[src/rtl/pvic_pkg.sv]
package pvic_pkg;

  parameter int unsigned PC_W = 24;

  typedef logic [PC_W-1:0] pc_t;
  typedef logic [3:0]      rank_t;

  // Traps rank above the highest user level (7).
  localparam rank_t TRAP_RANK = 4'd8;

  // Address of one vector entry: each entry is one two-unit program word.
  function automatic pc_t entry_addr(pc_t base, int unsigned vec);
    return base + pc_t'(vec << 1);
  endfunction

  // Arbitration rank of a maskable source; 0 means it does not compete.
  function automatic rank_t src_rank(logic pend, logic en, logic [2:0] lvl,
                                     logic [2:0] cpu);
    if (pend && en && (lvl != 3'd0) && (lvl > cpu))
      return {1'b0, lvl};
    return '0;
  endfunction

endpackage

[src/rtl/pvic_cfg_regs.sv]
module pvic_cfg_regs #(
  parameter int unsigned N_IRQ = 118,
  parameter int unsigned CA_W  = 7
) (
  input  logic                  clk,
  input  logic                  rst_n,
  input  logic                  we,
  input  logic [CA_W-1:0]       addr,
  input  logic [15:0]           wdata,
  output logic [N_IRQ-1:0]      en,
  output logic [N_IRQ-1:0][2:0] lvl,
  output logic                  alt_sel
);

  localparam int unsigned ALT_BIT = 15;

  logic unused_wdata;
  assign unused_wdata = ^wdata[14:4];

  // control word at address 0
  always_ff @(posedge clk or negedge rst_n) begin
    if (!rst_n)
      alt_sel <= 1'b0;
    else if (we && (addr == '0))
      alt_sel <= wdata[ALT_BIT];
  end

  // one setting word per maskable source at address 1+k
  for (genvar k = 0; k < N_IRQ; k++) begin : g_src
    logic hit;
    assign hit = we && (addr == CA_W'(k + 1));
    always_ff @(posedge clk or negedge rst_n) begin
      if (!rst_n) begin
        en[k]  <= 1'b0;
        lvl[k] <= 3'd0;
      end else if (hit) begin
        en[k]  <= wdata[3];
        lvl[k] <= wdata[2:0];
      end
    end
  end

endmodule

[src/rtl/pvic_pending.sv]
module pvic_pending #(
  parameter int unsigned N = 126
) (
  input  logic         clk,
  input  logic         rst_n,
  input  logic [N-1:0] req,
  input  logic [N-1:0] clr,
  output logic [N-1:0] pend
);

  // a request in the same cycle as a clear wins, so no event is lost
  for (genvar i = 0; i < N; i++) begin : g_flag
    always_ff @(posedge clk or negedge rst_n) begin
      if (!rst_n)
        pend[i] <= 1'b0;
      else
        pend[i] <= req[i] | (pend[i] & ~clr[i]);
    end
  end

endmodule

[src/rtl/pvic_arbiter.sv]
module pvic_arbiter
  import pvic_pkg::*;
#(
  parameter int unsigned N_TRAP = 8,
  parameter int unsigned N_IRQ  = 118,
  parameter int unsigned VEC_W  = 7,
  localparam int unsigned N_VEC = N_TRAP + N_IRQ
) (
  input  logic [N_VEC-1:0]      pend,
  input  logic [N_IRQ-1:0]      en,
  input  logic [N_IRQ-1:0][2:0] lvl,
  input  logic [2:0]            cpu_pri,
  output logic                  found,
  output logic [VEC_W-1:0]      win_vec,
  output rank_t                 win_rank
);

  rank_t rank [N_VEC];

  for (genvar t = 0; t < N_TRAP; t++) begin : g_trap
    assign rank[t] = pend[t] ? TRAP_RANK : '0;
  end

  for (genvar k = 0; k < N_IRQ; k++) begin : g_irq
    assign rank[N_TRAP + k] = src_rank(pend[N_TRAP + k], en[k], lvl[k], cpu_pri);
  end

  // ascending scan with strict compare: the lowest vector keeps a tie
  always_comb begin
    win_rank = '0;
    win_vec  = '0;
    for (int i = 0; i < N_VEC; i++) begin
      if (rank[i] > win_rank) begin
        win_rank = rank[i];
        win_vec  = VEC_W'(i);
      end
    end
    found = (win_rank != '0);
  end

endmodule

[src/rtl/pvic_top.sv]
module pvic_top
  import pvic_pkg::*;
#(
  parameter int unsigned N_TRAP   = 8,
  parameter int unsigned N_IRQ    = 118,
  parameter pc_t         PRI_BASE = 24'h000004,
  localparam int unsigned N_VEC   = N_TRAP + N_IRQ,
  localparam int unsigned VEC_W   = $clog2(N_VEC),
  localparam int unsigned CA_W    = $clog2(N_IRQ + 1)
) (
  input  logic              clk,
  input  logic              rst_n,
  input  logic              cfg_we,
  input  logic [CA_W-1:0]   cfg_addr,
  input  logic [15:0]       cfg_wdata,
  input  logic [N_TRAP-1:0] trap_req,
  input  logic [N_IRQ-1:0]  irq_req,
  input  logic [2:0]        cpu_pri,
  input  logic              cpu_ack,
  output logic              irq_out,
  output logic [VEC_W-1:0]  vec_num,
  output pc_t               vec_addr
);

  localparam pc_t ALT_BASE = PRI_BASE + pc_t'(2 * N_VEC);

  logic [N_IRQ-1:0]      en;
  logic [N_IRQ-1:0][2:0] lvl;
  logic                  alt_sel;
  logic [N_VEC-1:0]      pend;
  logic [N_VEC-1:0]      clr;
  logic                  found;
  logic [VEC_W-1:0]      win_vec;
  rank_t                 win_rank;

  // named events, used by the checker
  logic hold;
  logic cap_evt;
  logic ack_evt;
  logic trap_pend_any;

  pvic_cfg_regs #(.N_IRQ(N_IRQ), .CA_W(CA_W)) cfg_i (
    .clk    (clk),
    .rst_n  (rst_n),
    .we     (cfg_we),
    .addr   (cfg_addr),
    .wdata  (cfg_wdata),
    .en     (en),
    .lvl    (lvl),
    .alt_sel(alt_sel)
  );

  pvic_pending #(.N(N_VEC)) pend_i (
    .clk  (clk),
    .rst_n(rst_n),
    .req  ({irq_req, trap_req}),
    .clr  (clr),
    .pend (pend)
  );

  pvic_arbiter #(.N_TRAP(N_TRAP), .N_IRQ(N_IRQ), .VEC_W(VEC_W)) arb_i (
    .pend    (pend),
    .en      (en),
    .lvl     (lvl),
    .cpu_pri (cpu_pri),
    .found   (found),
    .win_vec (win_vec),
    .win_rank(win_rank)
  );

  assign cap_evt       = !hold && found;
  assign ack_evt       = hold && cpu_ack;
  assign trap_pend_any = |pend[N_TRAP-1:0];

  for (genvar i = 0; i < N_VEC; i++) begin : g_clr
    assign clr[i] = ack_evt && (vec_num == VEC_W'(i));
  end

  always_ff @(posedge clk or negedge rst_n) begin
    if (!rst_n) begin
      hold     <= 1'b0;
      vec_num  <= '0;
      vec_addr <= '0;
    end else if (hold) begin
      if (cpu_ack)
        hold <= 1'b0;
    end else if (found) begin
      hold     <= 1'b1;
      vec_num  <= win_vec;
      vec_addr <= entry_addr(alt_sel ? ALT_BASE : PRI_BASE, int'(win_vec));
    end
  end

  assign irq_out = hold;

endmodule

[config.mk]
export PLATFORM = sky130hd
export DESIGN_NAME = pvic_top
export DESIGN_NICKNAME = d
export VERILOG_FILES = /design/src/rtl/pvic_pkg.sv /design/src/rtl/pvic_cfg_regs.sv /design/src/rtl/pvic_pending.sv /design/src/rtl/pvic_arbiter.sv /design/src/rtl/pvic_top.sv
export SDC_FILE = /design/constraint.sdc
export NUM_CORES = 2
export LEC_CHECK = 0
export BUFFER_PORTS_ARGS = -buffer_cell sky130_fd_sc_hd__buf_2
export CAP_MARGIN = 20
export CORE_ASPECT_RATIO = 0.75
export CORE_MARGIN = 2
export CORE_UTILIZATION = 51
export DETAILED_ROUTE_END_ITERATION = 10
export PLACE_DENSITY = 0.68
export SLEW_MARGIN = 20
export SYNTH_ARGS = -nofsm -noshare
export SYNTH_HDL_FRONTEND = slang
export SYNTH_SLANG_ARGS = --single-unit
export TNS_END_PERCENT = 50
[constraint.sdc]
create_clock -name clk -period 192 [get_ports clk]
set_clock_uncertainty 0.2 [all_clocks]
set_input_delay 0 -clock clk [delete_from_list [all_inputs] [get_ports clk]]
set_output_delay 0 -clock clk [all_outputs]
set_load 0.01 [all_outputs]
==> run metrics <==
Clock Path Buffers=3; share of cells above drive strength 1=15.6%; setup violation total in the final timing report=0; Reg-to-Reg Start=pend_i.pend[2]; 1st-pass router iterations=6; area grow syn2layout=16.1%; wl on met1=82900 um; CP max FO=35; Overall Global Routing Usage=34.4%; Syn Area/Cell=8.88 um2; clock sinks=615; DRT iter0 DRCs=4734; register-to-register path setup slack=11510 ps; Final WS setup=11510 ps; Routed Antenna Nets=0; GR Overflow Total=0; H-tree levels=3; WP buf/inv=65; final hold viol count=0; PD cells=5.62 nW/um2; core area=103000 um2; Pint=242 uW; slew margin rel.=12.2%; clock-pin slew on the worst setup and hold paths=70 ps; Post-DP HPWL=134000 um; vias in the first global route=46675; CP endpoint kind=register; maximum vdd drop=0.00579 mV; Worst Hold Class=primary input to register; Sw Ratio=29.9%; Root Buffer=clkbuf_16; slew at the pin closest to its max-slew limit=1300 ps; Starting Density=51.3%; row cnt=102; Post-synth top flop=dfrtp_1; Synth warnings=0; worst-skew pair later-pin latency=690 ps; crit path launch type=register; CTS tree=built; WHS=47.0 ps; WL final=186000 um; hold_sp=cpu_ack; Slowest-stage cell, CP=or4_4; vias per cell=6.28; fin. max-slew vios=0; WP data arrival=180870 ps; die area=106000 um2; final core utilization=59.6%; chip width=376 um; fin cells=7854; CP required=192380 ps; Post-synth EDFFs=0; met2 WL post-DR=76200 um; Pleak=28.3 nW; max_cap viols=0; Inst Count DP=7372; CTS buffer count=71; Max Fclk=5.54 MHz; RR Endpoint=vec_addr[6]; Seq pwr share=42.8%; WL per Instance=23.6 um; Unique masters post-synth=107; Async SR Flop Fraction=100%; cell family with most CP delay=compound AO/OA/AOI/OAI gates; Clk pwr share=40.6%; DRC Markers=0; Placement Setup Slack=6270 ps; WS Path Type=register to register; highest routed layer=met5; layout net count=7310; pin count of the biggest net entering global routing=160; Comb power frac=16.5%; routed vias=49351; Chip Height=283 um; first-pass GRT wire length=280000 um; Power Total=345 uW; # port buffers=161; Worst Hold Depth=4; synthesized flop and latch total=615; Mapped Area=52800 um2; Critical path origin=pend_i.pend[2]; final RePlAce weighted congestion=0.991; status=finished clean; WHS Endpoint=irq_out; # IOs=188; critical path's largest stage delay=620 ps; filler cell count=8964; Final period util=94.0%; Psw=103 uW; initial antenna violation count=16; sequential share of the synthesized area=29.1%; R2R cell count=777; Met3 Wirelength=19000 um; Mapped Cells=5945; most used cell, CP=ha_1; crit path time final=180490 ps
==> worst max path at each step <==
stage | end | depth (start not counted)
finish | vec_addr[6] | 903
global route | vec_addr[6] | 898
CTS | vec_addr[6] | 904
detailed placement | vec_addr[6] | 935
global placement | vec_addr[6] | 1169
floorplan | vec_addr[6] | 1175
==> synth_stat cells (10+ instances only) <==
| cell type | instances | area [um2] |
|---|---|---|
| and4_1 | 10 | 87.6 |
| o21a_1 | 139 | 1040 |
| nand3b_1 | 24 | 180 |
| nand2_1 | 610 | 2290 |
| ha_1 | 707 | 8850 |
| o311ai_0 | 41 | 359 |
| or2_2 | 31 | 194 |
| o311a_1 | 18 | 180 |
| nor3_2 | 12 | 120 |
| mux2i_1 | 35 | 350 |
| inv_1 | 415 | 1560 |
| nand2b_1 | 46 | 288 |
| a21bo_2 | 10 | 100 |
| o211a_1 | 41 | 410 |
| nor3_1 | 67 | 335 |
| nor3b_1 | 11 | 82.6 |
| and3_1 | 74 | 463 |
| mux2_2 | 455 | 5120 |
| o22ai_1 | 16 | 100 |
| a21oi_1 | 253 | 1270 |
| nor2_1 | 322 | 1210 |
| clkbuf_1 | 128 | 480 |
| o211ai_1 | 86 | 646 |
| and2_1 | 170 | 1060 |
| a2111oi_0 | 10 | 87.6 |
| a21o_1 | 191 | 1430 |
| a31oi_1 | 82 | 513 |
| a221oi_1 | 12 | 105 |
| buf_2 | 13 | 65.1 |
| dfrtp_1 | 615 | 15400 |
| o31ai_1 | 40 | 300 |
| o21ai_0 | 353 | 1770 |
| a211oi_1 | 79 | 593 |
| or3_1 | 39 | 244 |
| nand4_1 | 33 | 206 |
| a211oi_2 | 10 | 125 |
| a211o_1 | 17 | 149 |
| nor2b_1 | 165 | 1030 |
| nand3_1 | 275 | 1380 |
| o21bai_1 | 15 | 113 |
| o2111ai_1 | 16 | 140 |
| nor4_1 | 11 | 68.8 |
| a311oi_1 | 32 | 280 |
| buf_4 | 20 | 150 |
==> state kept, by name, summed over array words and instances (netlist names) <==
name,flops
cfg_i.lvl,354
pend_i.pend,126
cfg_i.en,118
vec_addr,8
vec_num,7
cfg_i.alt_sel,1
irq_out,1
==> power groups by stage <==
stage / clock (mW) / combinational [mW] / sequential [mW]
after floorplan: 0 / 0.0331 / 0.147
after detailed placement: 0 / 0.0514 / 0.150
after global routing: 0.147 / 0.0630 / 0.149
after CTS: 0.142 / 0.0561 / 0.147
final: 0.140 / 0.0569 / 0.148
after global placement: 0 / 0.0488 / 0.149
==> per-layer routing <==
layer	GRT usage (%)	vias to the layer above
li1	-	22878
met4	12.8	10
met2	50.1	1986
met5	0	-
met3	8.03	347
met1	49.3	24130
==> layout by cell type (no fill, tap or decap), drive strengths merged, types with 40 or more instances in the layout <==
| master | Yosys | final |
|---|---|---|
| a211oi | 89 | 89 |
| a21o | 192 | 192 |
| a21oi | 256 | 256 |
| a31oi | 83 | 83 |
| and2 | 171 | 171 |
| and3 | 74 | 74 |
| buf | 44 | 268 |
| clkbuf | 128 | 93 |
| dfrtp | 615 | 615 |
| dlygate4sd3 | 0 | 319 |
| ha | 707 | 707 |
| inv | 416 | 421 |
| mux2 | 463 | 463 |
| nand2 | 610 | 610 |
| nand2b | 46 | 46 |
| nand3 | 276 | 276 |
| nor2 | 323 | 323 |
| nor2b | 165 | 165 |
| nor3 | 84 | 84 |
| o211a | 41 | 41 |
| o211ai | 87 | 87 |
| o21a | 139 | 139 |
| o21ai | 361 | 361 |
| o311ai | 43 | 43 |
| o31ai | 41 | 41 |
| or3 | 40 | 40 |
==> cells by family (layout without fill, tap and decap cells) <==
| kind of cell | Yosys count | in the layout | share of synthesized area (%) |
|---|---|---|---|
| adder cells (fa/ha/maj) | 707 | 707 | 16.7 |
| AO/OA/AOI/OAI | 1598 | 1598 | 20.8 |
| buffers and inverters | 588 | 1128 | 4.51 |
| other | 1 | 18 | 0.00710 |
| multiplexers | 498 | 498 | 10.6 |
| AND/OR/NAND/NOR | 1933 | 1933 | 18.1 |
| flip-flops | 615 | 615 | 29.1 |
| XOR/XNOR | 5 | 5 | 0.0829 |
==> area by class of cell <==
| cell class | instances | area (um2) | area share, % |
|---|---|---|---|
| Clock buffer | 93 | 2040 | 3.33 |
| Inverter | 416 | 1570 | 2.56 |
| Tap cell | 1352 | 1690 | 2.76 |
| Antenna cell | 3 | 7.51 | 0.0122 |
| Clock inverter | 32 | 279 | 0.455 |
| Multi-Input combinational cell | 4756 | 35500 | 57.8 |
| Sequential cell | 615 | 15400 | 25.1 |
| Timing Repair Buffer | 587 | 4890 | 7.98 |
==> per-stage QoR <==
stage	instance area, um2	TNS, ps
after floorplan	52900	0
after global placement	55300	0
after detailed placement	55300	0
after CTS	60800	0
after global routing	61300	-483
final	61300	0
==> worst reg2reg max path: cells and delay by family (launching register included) <==
| kind | cells | cell delay [ps] |
|---|---|---|
| AOI/OAI and AO/OA | 350 | 84590 |
| and+or+nand+nor | 229 | 46060 |
| adders and majority gates | 119 | 32750 |
| muxes | 27 | 9630 |
| buffers and inverters | 51 | 6590 |
| DFF | 1 | 430 |
| xor gates and xnor gates | 1 | 150 |
==> timing repair <==
action	in CTS	in global routing
buffers inserted	0	33
hold endpoints to repair	478	0
setup endpoints to repair	0	16
resized for setup	0	43
hold buffers	320	0
Power figures use the tool's default switching activity.
